`config.mk`:
```
export PLATFORM = sky130hd
export DESIGN_NAME = seg_xlate_top
export DESIGN_NICKNAME = d
export VERILOG_FILES = /design/src/rtl/seg_pkg.sv /design/src/rtl/seg_desc_store.sv /design/src/rtl/seg_fault_eval.sv /design/src/rtl/seg_xlate_top.sv
export SDC_FILE = /design/constraint.sdc
export NUM_CORES = 2
export LEC_CHECK = 0
export CAP_MARGIN = 10
export CORE_ASPECT_RATIO = 1.4
export CORE_UTILIZATION = 39
export DETAILED_ROUTE_END_ITERATION = 8
export GPL_TIMING_DRIVEN = 0
export HOLD_SLACK_MARGIN = 0.03
export PLACE_DENSITY = 0.64
export RECOVER_POWER = 50
export SLEW_MARGIN = 10
export SYNTH_ARGS = -nofsm -noshare
export SYNTH_HDL_FRONTEND = slang
export SYNTH_SLANG_ARGS = --single-unit
export TNS_END_PERCENT = 10
```
`constraint.sdc`:
```
create_clock -name clk -period 6.9 [get_ports clk]
set_input_delay 1.38 -clock clk [delete_from_list [all_inputs] [get_ports clk]]
set_output_delay 1.38 -clock clk [all_outputs]
set_load 0.005 [all_outputs]
```
`src/rtl/seg_pkg.sv`:
```
package seg_pkg;
   localparam int SEL_W = 16;
   localparam int SEG_W = 13;
   localparam int LEN_W = SEG_W + 1;
   localparam int RPL_W = 2;

   typedef enum logic [2:0] {
      CAUSE_NONE    = 3'd0,
      CAUSE_RANGE   = 3'd1,
      CAUSE_INVALID = 3'd2,
      CAUSE_LIMIT   = 3'd3,
      CAUSE_RIGHTS  = 3'd4
   } cause_e;

   typedef enum logic [1:0] {
      ACC_RD  = 2'd0,
      ACC_WR  = 2'd1,
      ACC_EX  = 2'd2,
      ACC_RSV = 2'd3
   } acc_e;
endpackage

```
`src/rtl/seg_desc_store.sv`:
```
module seg_desc_store
   import seg_pkg::*;
#(
   parameter int DEPTH  = 16,
   parameter int ADDR_W = 32,
   parameter int OFS_W  = 20
) (
   input  logic              clk,
   input  logic              rst_n,
   input  logic              wr_en,
   input  logic              wr_priv,
   input  logic              wr_len_sel,
   input  logic [SEG_W-1:0]  wr_idx,
   input  logic [LEN_W-1:0]  wr_len,
   input  logic [ADDR_W-1:0] wr_base,
   input  logic [OFS_W-1:0]  wr_limit,
   input  logic              wr_valid,
   input  logic [2:0]        wr_rights,
   input  logic [1:0]        wr_dpl,
   input  logic [SEG_W-1:0]  rd_idx,
   output logic              rd_in_range,
   output logic [ADDR_W-1:0] rd_base,
   output logic [OFS_W-1:0]  rd_limit,
   output logic              rd_valid,
   output logic [2:0]        rd_rights,
   output logic [1:0]        rd_dpl
);
   localparam int IDX_W = $clog2(DEPTH);
   localparam logic [LEN_W-1:0] DEPTH_V = LEN_W'(DEPTH);

   generate
      if (DEPTH < 2 || DEPTH > 8191) begin : g_bad_depth
         $error("seg_desc_store: DEPTH must lie in 2..8191");
      end
   endgenerate

   logic [LEN_W-1:0]  len_q;
   logic [DEPTH-1:0]  valid_q;
   logic [ADDR_W-1:0] base_q   [DEPTH];
   logic [OFS_W-1:0]  limit_q  [DEPTH];
   logic [2:0]        rights_q [DEPTH];
   logic [1:0]        dpl_q    [DEPTH];

   logic             wr_ok, desc_hit, len_hit, rd_ok_depth;
   logic [IDX_W-1:0] wr_slot, rd_slot;

   assign wr_ok    = wr_en && wr_priv;
   assign desc_hit = wr_ok && !wr_len_sel && ({1'b0, wr_idx} < DEPTH_V);
   assign len_hit  = wr_ok && wr_len_sel;
   assign wr_slot  = wr_idx[IDX_W-1:0];

   always_ff @(posedge clk or negedge rst_n) begin
      if (!rst_n) begin
         len_q   <= '0;
         valid_q <= '0;
         for (int e = 0; e < DEPTH; e++) begin
            base_q[e]   <= '0;
            limit_q[e]  <= '0;
            rights_q[e] <= '0;
            dpl_q[e]    <= '0;
         end
      end else begin
         if (len_hit) len_q <= wr_len;
         if (desc_hit) begin
            valid_q[wr_slot]  <= wr_valid;
            base_q[wr_slot]   <= wr_base;
            limit_q[wr_slot]  <= wr_limit;
            rights_q[wr_slot] <= wr_rights;
            dpl_q[wr_slot]    <= wr_dpl;
         end
      end
   end

   assign rd_ok_depth = ({1'b0, rd_idx} < DEPTH_V);
   assign rd_slot     = rd_idx[IDX_W-1:0];
   assign rd_in_range = rd_ok_depth && ({1'b0, rd_idx} < len_q);
   assign rd_base     = rd_ok_depth ? base_q[rd_slot]   : '0;
   assign rd_limit    = rd_ok_depth ? limit_q[rd_slot]  : '0;
   assign rd_valid    = rd_ok_depth ? valid_q[rd_slot]  : 1'b0;
   assign rd_rights   = rd_ok_depth ? rights_q[rd_slot] : '0;
   assign rd_dpl      = rd_ok_depth ? dpl_q[rd_slot]    : '0;

   // without the privileged qualifier, nothing in the store changes
   a_r9_len_guard: assert property (@(posedge clk) disable iff (!rst_n)
      !wr_priv |=> $stable(len_q));
   a_r9_desc_guard: assert property (@(posedge clk) disable iff (!rst_n)
      !wr_priv |=> $stable(valid_q));
endmodule

```
`src/rtl/seg_fault_eval.sv`:
```
module seg_fault_eval
   import seg_pkg::*;
#(
   parameter int ADDR_W = 32,
   parameter int OFS_W  = 20
) (
   input  logic              in_range,
   input  logic              d_valid,
   input  logic [ADDR_W-1:0] d_base,
   input  logic [OFS_W-1:0]  d_limit,
   input  logic [2:0]        d_rights,
   input  logic [1:0]        d_dpl,
   input  logic [1:0]        rpl,
   input  acc_e              acc,
   input  logic [OFS_W-1:0]  off,
   output cause_e            cause,
   output logic [ADDR_W-1:0] linear
);
   logic right_ok, priv_ok;

   always_comb begin
      unique case (acc)
         ACC_RD:  right_ok = d_rights[0];
         ACC_WR:  right_ok = d_rights[1];
         ACC_EX:  right_ok = d_rights[2];
         default: right_ok = 1'b0;
      endcase
   end

   assign priv_ok = (rpl <= d_dpl);

   // first failing check in the fixed order wins
   always_comb begin
      if (!in_range)                  cause = CAUSE_RANGE;
      else if (!d_valid)              cause = CAUSE_INVALID;
      else if (off >= d_limit)        cause = CAUSE_LIMIT;
      else if (!right_ok || !priv_ok) cause = CAUSE_RIGHTS;
      else                            cause = CAUSE_NONE;
   end

   assign linear = (cause == CAUSE_NONE) ? (d_base + ADDR_W'(off)) : '0;
endmodule

```
`src/rtl/seg_xlate_top.sv`:
```
module seg_xlate_top
   import seg_pkg::*;
#(
   parameter int ADDR_W = 32,
   parameter int OFS_W  = 20,
   parameter int GDEPTH = 16,
   parameter int LDEPTH = 8
) (
   input  logic              clk,
   input  logic              rst_n,
   input  logic              req_valid,
   output logic              req_ready,
   input  logic [15:0]       req_sel,
   input  logic [OFS_W-1:0]  req_off,
   input  logic [1:0]        req_acc,
   output logic              rsp_valid,
   input  logic              rsp_ready,
   output logic [ADDR_W-1:0] rsp_linear,
   output logic              rsp_fault,
   output logic [2:0]        rsp_cause,
   input  logic              cfg_we,
   input  logic              cfg_priv,
   input  logic              cfg_len_sel,
   input  logic              cfg_tbl,
   input  logic [12:0]       cfg_idx,
   input  logic [13:0]       cfg_len,
   input  logic [ADDR_W-1:0] cfg_base,
   input  logic [OFS_W-1:0]  cfg_limit,
   input  logic              cfg_valid,
   input  logic [2:0]        cfg_rights,
   input  logic [1:0]        cfg_dpl
);
   localparam int NTBL = 2;

   generate
      if (OFS_W < 1 || OFS_W > ADDR_W) begin : g_bad_ofs
         $error("seg_xlate_top: OFS_W must lie in 1..ADDR_W");
      end
   endgenerate

   // selector field split
   logic [SEG_W-1:0] sel_seg;
   logic             sel_tbl;
   logic [RPL_W-1:0] sel_rpl;
   assign sel_seg = req_sel[15:3];
   assign sel_tbl = req_sel[2];
   assign sel_rpl = req_sel[1:0];

   logic              t_in_range [NTBL];
   logic [ADDR_W-1:0] t_base     [NTBL];
   logic [OFS_W-1:0]  t_limit    [NTBL];
   logic              t_valid    [NTBL];
   logic [2:0]        t_rights   [NTBL];
   logic [1:0]        t_dpl      [NTBL];

   generate
      for (genvar t = 0; t < NTBL; t++) begin : g_tbl
         localparam int TDEPTH = (t == 0) ? GDEPTH : LDEPTH;
         seg_desc_store #(
            .DEPTH (TDEPTH),
            .ADDR_W(ADDR_W),
            .OFS_W (OFS_W)
         ) u_store (
            .clk        (clk),
            .rst_n      (rst_n),
            .wr_en      (cfg_we && (cfg_tbl == 1'(t))),
            .wr_priv    (cfg_priv),
            .wr_len_sel (cfg_len_sel),
            .wr_idx     (cfg_idx),
            .wr_len     (cfg_len),
            .wr_base    (cfg_base),
            .wr_limit   (cfg_limit),
            .wr_valid   (cfg_valid),
            .wr_rights  (cfg_rights),
            .wr_dpl     (cfg_dpl),
            .rd_idx     (sel_seg),
            .rd_in_range(t_in_range[t]),
            .rd_base    (t_base[t]),
            .rd_limit   (t_limit[t]),
            .rd_valid   (t_valid[t]),
            .rd_rights  (t_rights[t]),
            .rd_dpl     (t_dpl[t])
         );
      end
   endgenerate

   cause_e            ev_cause;
   logic [ADDR_W-1:0] ev_linear;

   seg_fault_eval #(
      .ADDR_W(ADDR_W),
      .OFS_W (OFS_W)
   ) u_eval (
      .in_range(t_in_range[sel_tbl]),
      .d_valid (t_valid[sel_tbl]),
      .d_base  (t_base[sel_tbl]),
      .d_limit (t_limit[sel_tbl]),
      .d_rights(t_rights[sel_tbl]),
      .d_dpl   (t_dpl[sel_tbl]),
      .rpl     (sel_rpl),
      .acc     (acc_e'(req_acc)),
      .off     (req_off),
      .cause   (ev_cause),
      .linear  (ev_linear)
   );

   // one-deep response register
   logic              rsp_valid_q;
   logic [ADDR_W-1:0] rsp_linear_q;
   cause_e            rsp_cause_q;
   logic              accept;

   assign req_ready = !rsp_valid_q || rsp_ready;
   assign accept    = req_valid && req_ready;

   always_ff @(posedge clk or negedge rst_n) begin
      if (!rst_n) begin
         rsp_valid_q  <= 1'b0;
         rsp_linear_q <= '0;
         rsp_cause_q  <= CAUSE_NONE;
      end else if (accept) begin
         rsp_valid_q  <= 1'b1;
         rsp_linear_q <= ev_linear;
         rsp_cause_q  <= ev_cause;
      end else if (rsp_ready) begin
         rsp_valid_q  <= 1'b0;
      end
   end

   assign rsp_valid  = rsp_valid_q;
   assign rsp_linear = rsp_linear_q;
   assign rsp_cause  = rsp_cause_q;
   assign rsp_fault  = (rsp_cause_q != CAUSE_NONE);

   a_r8_accept_resp: assert property (@(posedge clk) disable iff (!rst_n)
      req_valid && req_ready |=> rsp_valid);
   a_r8_hold_resp: assert property (@(posedge clk) disable iff (!rst_n)
      rsp_valid && !rsp_ready |=> rsp_valid && $stable(rsp_linear) && $stable(rsp_cause));
   a_r7_fault_zero: assert property (@(posedge clk) disable iff (!rst_n)
      rsp_valid && rsp_fault |-> rsp_linear == '0);
endmodule

```
### Word-level counts from Yosys, hierarchy flattened

Index checks and enable logic that the tools add are counted.

| operators by class | value |
|---|---|
| $add $sub $neg | 1 |
| $mul | 0 |
| divide/modulo/power cells | 0 |
| order comparisons | 21 |
| eq/ne operators | 2 |
| shifts and indexed selects | 0 |
| multiplexer cells | 94 |
| bitwise gates (word level) | 6 |
| reductions and logical operators | 27 |

Operators with widths:

| kind | number |
|---|---|
| bitwise mux 512 bit | 1 |
| two-way mux 32 bit | 12 |
| bitwise mux 320 bit | 1 |
| bitwise mux 256 bit | 1 |
| two-way mux 20 bit | 11 |
| bitwise mux 160 bit | 1 |
| binary-select mux 32 bit (select 4 bit) | 1 |
| demux 32 bit (select 4 bit) | 1 |
| binary-select mux 32 bit (select 3 bit) | 1 |
| demux 32 bit (select 3 bit) | 1 |
| binary-select mux 20 bit (select 4 bit) | 1 |
| demux 20 bit (select 4 bit) | 1 |
| binary-select mux 20 bit (select 3 bit) | 1 |
| demux 20 bit (select 3 bit) | 1 |
| bitwise mux 48 bit | 1 |
| two-way mux 3 bit | 15 |
| adder 32 x 20 -> 32 bit | 1 |
| bitwise mux 16 bit | 2 |
| bitwise mux 32 bit | 1 |
| < comparator 13 x 14 -> 1 bit | 2 |
| < comparator 13 x 4 -> 1 bit, second input constant | 2 |
| < comparator 13 x 5 -> 1 bit, second input constant | 2 |
| bitwise mux 24 bit | 1 |
| two-way mux 2 bit | 11 |
| 39 further kinds | 78 |

| storage, ports and cells | value |
|---|---|
| flip-flop bits (word level) | 1456 |
| bits in latches | 0 |
| memory bits (writable) | 0 |
| memory bits (read-only) | 0 |
| input bits | 131 |
| output and inout bits | 38 |
| memories kept | 0 |

### Longest topological paths before layout

| depth | value |
|---|---|
| depth after elaboration | 17 |
| mapped depth | 23 |

### Modules after synthesis

A second synthesis with hierarchy kept.

| second synthesis, totals | value |
|---|---|
| cells, all modules | 4418 |
| area, all modules | 68684.6 µm² |

By module, submodules not included:

| module | instances | cells an instance | area each (µm²) |
|---|---|---|---|
| seg_desc_store (g_tbl[0].u_store) | 1 | 2607 | 42538.3 |
| seg_desc_store (g_tbl[1].u_store) | 1 | 1343 | 21692.1 |
| seg_xlate_top | 1 | 146 | 2240.9 |
| seg_fault_eval | 1 | 322 | 2213.4 |

### Worst setup path after synthesis

OpenSTA, ideal clock, no wires.

| path | value |
|---|---|
| kind | input to register |
| start point | in req_sel[4] |
| end point | reg rsp_linear_q[12], in the netlist rsp_linear[12] |
| setup time | 120 ps |
| data arrival time | 5947 ps |
| required time | 6780 ps |
| setup slack | 833 ps |
| stages | 22 |
| path buffers | 7 |
| path through | buf_4 -> buf_8 -> buf_8 -> buf_6 -> buf_4 -> clkbuf_1 -> buf_1 -> mux4_2 -> mux4_2 -> nand2_1 -> o21ai_0 -> ha_1 -> inv_1 -> fa_1 -> nor2b_1 -> o31a_1 -> o311a_1 -> o21a_1 -> o21a_1 -> o21a_1 -> or3_1 -> a31o_2 |

| on the way | value |
|---|---|
| word-level cells in the longest chain between the ends | 17 |
| elaborated cells on any way between the ends | 77 |
| those cells by class | add/sub (1); order compare (6); mux (62); bitwise (2); reduce/logical (6) |

RTL lines:

| what | line | RTL |
|---|---|---|
| start, declared | seg_xlate_top.sv:13 | `input logic [15:0] req_sel,` |
| parallel branches: the longest is 16 deep, another holds >= comparator 20 bit | n/a |  |
| two-way mux 32 bit * | seg_fault_eval.sv:41 | `assign linear = (cause == CAUSE_NONE) ? (d_base + ADDR_W'(off)) : '0;` |
| end signal, assigned | seg_xlate_top.sv:123 | `rsp_linear_q <= ev_linear;` |
| end, declared | seg_xlate_top.sv:109 | `logic [ADDR_W-1:0] rsp_linear_q;` |

Every way passes the cells marked *. The select of a mux whose other input is x is not followed.
A chain may end at the register's enable or synchronous reset.

### Worst setup path after layout

| path | value |
|---|---|
| start point | in req_sel[6] |
| end point | reg rsp_linear_q[26], in the netlist rsp_linear[26] |

| on the way | value |
|---|---|
| word-level cells in the longest chain between the ends | 17 |
| elaborated cells on any way between the ends | 62 |
| those cells by class | add/sub (1); order compare (6); mux (48); bitwise (1); reduce/logical (6) |

RTL lines:

| what | line |
|---|---|
| parallel branches: the longest is 16 deep, another holds >= comparator 20 bit | n/a |
| two-way mux 32 bit * | seg_fault_eval.sv:41 |

Marks and branches as above.

==> flow_metrics.py <==
metrics = {
    "sta": {
        "slew_headroom_pct": -173,
        "tns_ns": 0,
        "fin_crit_ns": 6.76,
        "setup_viol": 0,
        "min_period_over_period_pct": 98.0,
        "slew_viol_final": 466,
        "finClkSkew_ns": 0.0338,
        "timing.fmax_mhz": 148,
        "hold_viol_final": 0,
        "rsz0062_at_grt": "true",
        "worstMarginPinSlew_ns": 4.10,
    },
    "floorplanning": {
        "initial_core_util_pct": 39.2,
        "core_sq_um": 173000,
        "io_pins": 169,
        "rows": 181,
        "die_w_um": 355,
        "die-area_sq_um": 176000,
        "fp.dieH_um": 496,
    },
    "global_route": {
        "top_usage_layer": "met2",
        "grtUsageMet3_pct": 5.01,
        "grt_first_pass_wirelength_um": 304000,
        "first_global_vias": 43600,
        "grt_max_degree": 165,
        "antenna_found_initial": 25,
        "grt_usage_pct": 23.9,
        "grt_overflow": 0,
        "grt_use_met1_pct": 30.3,
        "globalRouteMet2Util_pct": 39.2,
    },
    "cts": {
        "clk_pin_slew_ns": 0.06,
        "clock-root-buffer": "clkbuf_16",
        "clkSinkCount": 1456,
        "cts-buffers-inserted": 145,
        "cts_max_level": 4,
        "clock_latency_ns": 0.81,
        "cts_buffer_depth": 3,
        "cts_tree": "built",
    },
    "final_layout": {
        "synthToLayoutAreaGrowth_pct": 14.6,
        "nFillCells": 15500,
        "drive_above_1_share_pct": 45.3,
        "layoutNonFillerInstCount": 7180,
        "ff_latch_area_sq_um": 36400,
        "fin_nets": 4972,
        "multiInputGateArea_sq_um": 29700,
    },
    "critical_path": {
        "r2r_cells": 14,
        "cp-start-kind": "primary input",
        "cp.arrival_ns": 7.47,
        "path_class": "primary input to flip-flop",
        "worstPathRequired_ns": 7.61,
        "crit_path_max_fanout": 10,
        "endpoint_kind": "flip-flop",
    },
    "placed_design": {
        "gp_congestion": 0.889,
        "placed_cells": 6919,
        "place.port_buffers": 164,
        "dp_hpwl_um": 146000,
    },
    "yosys": {
        "seq_area_frac_synth_pct": 53.6,
        "synth.most_common_cell": "dfrtp_1",
        "syn_area_sq_um": 68000,
        "synthArstFlopShare_pct": 100,
        "yosys-top-cells-count": "1456 x dfrtp_1, 1423 x mux2_2, 376 x mux4_2",
        "ys.flop_type": "dfrtp_1",
        "syn-num-nets": 4652,
        "yosysTopAreaCellShare_pct": 53.6,
        "ys_ff_latch": 1456,
        "avgSynthCellArea_sq_um": 15.3,
        "synthTopCellsByArea": "dfrtp_1 54%, mux2_2 24%, mux4_2 12%, ha_1 1.2%, clkbuf_1 1.1%",
        "synth.largest_area_cell": "dfrtp_1",
        "synth_edf_count": 0,
        "yosysWarnings": 0,
        "synth.distinct_cells": 80,
        "netlist_instances": 4454,
    },
    "power": {
        "leakagePower_nw": 37.1,
        "power.density_nw_per_um2": 230,
        "ir_worst_vdd_mv": 0.240,
    },
    "routing": {
        "wire_per_inst_um": 28.9,
        "postRouteAntennaNets": 0,
        "vias": 41100,
        "drtPass1Iterations": 7,
        "drcViolationCount": 0,
        "vias_per_cell": 5.72,
        "wl_um": 208000,
        "drtIter0Drc": 3066,
    },
    "flow_run": {
        "max_cap_viol_count": 3,
    },
    "outcome": {
        "failed_checks": "max-capacitance violations, max-slew violations",
        "status": "complete, but fails checks",
    },
    "hold_path": {
        "hold_class": "flip-flop to flip-flop",
        "hold_depth": 2,
    },
}
-- layout by cell type (no fill, tap or decap), types with 9 or more instances in the layout --
cell type	Yosys	layout
buf_1	89	75
buf_2	71	64
clkbuf_16	0	148
a22o_1	9	9
nor4_1	15	13
a21oi_1	79	77
nor3_1	18	17
o22ai_1	11	11
nand3_1	17	17
inv_1	42	42
a21o_1	13	13
nand2b_1	14	14
dfrtp_1	1456	1456
clkbuf_8	0	33
o21ai_0	64	62
nor2_1	46	46
mux2_2	1423	1423
mux2i_1	73	73
ha_1	66	66
o21a_1	12	12
buf_6	18	20
buf_4	15	30
xnor2_1	11	11
nand2_1	157	157
clkdlybuf4s50_1	0	123
dlygate4sd3_1	0	40
clkinvlp_4	0	10
bufinv_16	0	14
mux4_2	376	376
clkbuf_2	1	12
clkinv_2	0	24
xor2_1	12	12
clkbuf_1	200	205
-- area by class of cell --
cell class	count	share of cell area (%)
Antenna cell	5	0.0161
Buffer	391	2.43
Clock buffer	203	5.43
Clock inverter	58	0.997
Inverter	43	0.207
Multi-Input combinational cell	2559	38.1
Sequential cell	1456	46.7
Tap cell	2287	3.67
Timing Repair Buffer	178	2.43
-- power breakdown --
part | internal [W] | switching (W) | leakage [nW]
Sequential | 0.00858 | 0.0000204 | 20.3
Clock | 0.00483 | 0.00351 | 2.45
Combinational | 0.000316 | 0.000688 | 14.3
-- metal layers --
metal,wire length [um],part of all wire (%),vias up
met1,82300,40,22200
met3,14100,6.8,433
met5,131,0.063,-
li1,-,-,17200
met2,101000,48,1313
met4,10600,5.1,22
-- path summary, 6_finish.rpt --
| path | endpoint | slack, ns | start |
|---|---|---|---|
| max | rsp_linear[26] | 0.14 | req_sel[6] |
| min | rsp_linear[18] | 0.48 | rsp_linear[18] |
| max reg2reg | rsp_linear[26] | 2.45 | g_tbl[0].u_store.limit_q[0] |
| min reg2reg | rsp_linear[18] | 0.48 | rsp_linear[18] |
| max in group asynchronous | rsp_linear[14] | 1.02 | rst_n |
| min in group asynchronous | g_tbl[0].u_store.limit_q[53] | 0.51 | rst_n |
-- cell families (layout without fill, tap and decap cells) --
logic type | Yosys count | count (layout) | share of synthesized area [%]
buffers and inverters | 439 | 873 | 2.87
other | 0 | 5 | 0
flip-flops | 1456 | 1456 | 53.6
AND/OR/NAND/NOR | 329 | 329 | 2.37
AO/OA/AOI/OAI | 267 | 267 | 2.55
multiplexers | 1873 | 1873 | 37.1
XOR/XNOR | 23 | 23 | 0.296
adder cells (fa/ha/maj) | 67 | 67 | 1.24
-- flip-flops by register name, summed over array words and instances (netlist names) --
signal                  flops
g_tbl.u_store.base_q      768
g_tbl.u_store.limit_q     480
g_tbl.u_store.rights_q     72
g_tbl.u_store.dpl_q        48
rsp_linear                 32
g_tbl.u_store.len_q        28
g_tbl.u_store.valid_q      24
rsp_cause                   3
rsp_valid                   1
-- metrics by stage --
step	util [%]	hold slack [ns]	power (W)	area, sq um	worst slack [ns]
3_5_place_dp	42.0	0.478	0.00977	72900	-2.39
2_1_floorplan	-	0.471	0.00920	68000	0.833
6_report	44.9	0.483	0.0179	77900	0.138
3_3_place_gp	41.8	0.469	0.00980	72500	-60.85
4_1_cts	45.0	0.495	0.0181	78000	0.0265
5_1_grt	44.9	0.505	0.0185	77900	-0.00307
-- worst max-delay path, cell delays in order --
cell and delay (ns):
clkdlybuf4s50_1 0.58, buf_6 0.19, buf_6 0.20, buf_2 0.36, clkbuf_4 0.34, buf_4 0.28
buf_4 0.34, clkbuf_4 0.40, mux4_2 0.44, nand2_1 0.09, o21ai_0 0.11, ha_1 0.31
nand2b_1 0.14, a2111o_1 0.40, a21oi_1 0.26, o21ai_1 0.26, a21oi_2 0.25, nand2_1 0.12
or3_1 0.48, clkbuf_4 0.28, o21ai_0 0.21
-- what timing repair did --
item,CTS,global route
hold buffers,0,0
gates resized for setup,52,16
endpoints found under the setup margin,35,26
pin swaps,0,0
setup buffers,0,0
Power figures use the tool's default switching activity.
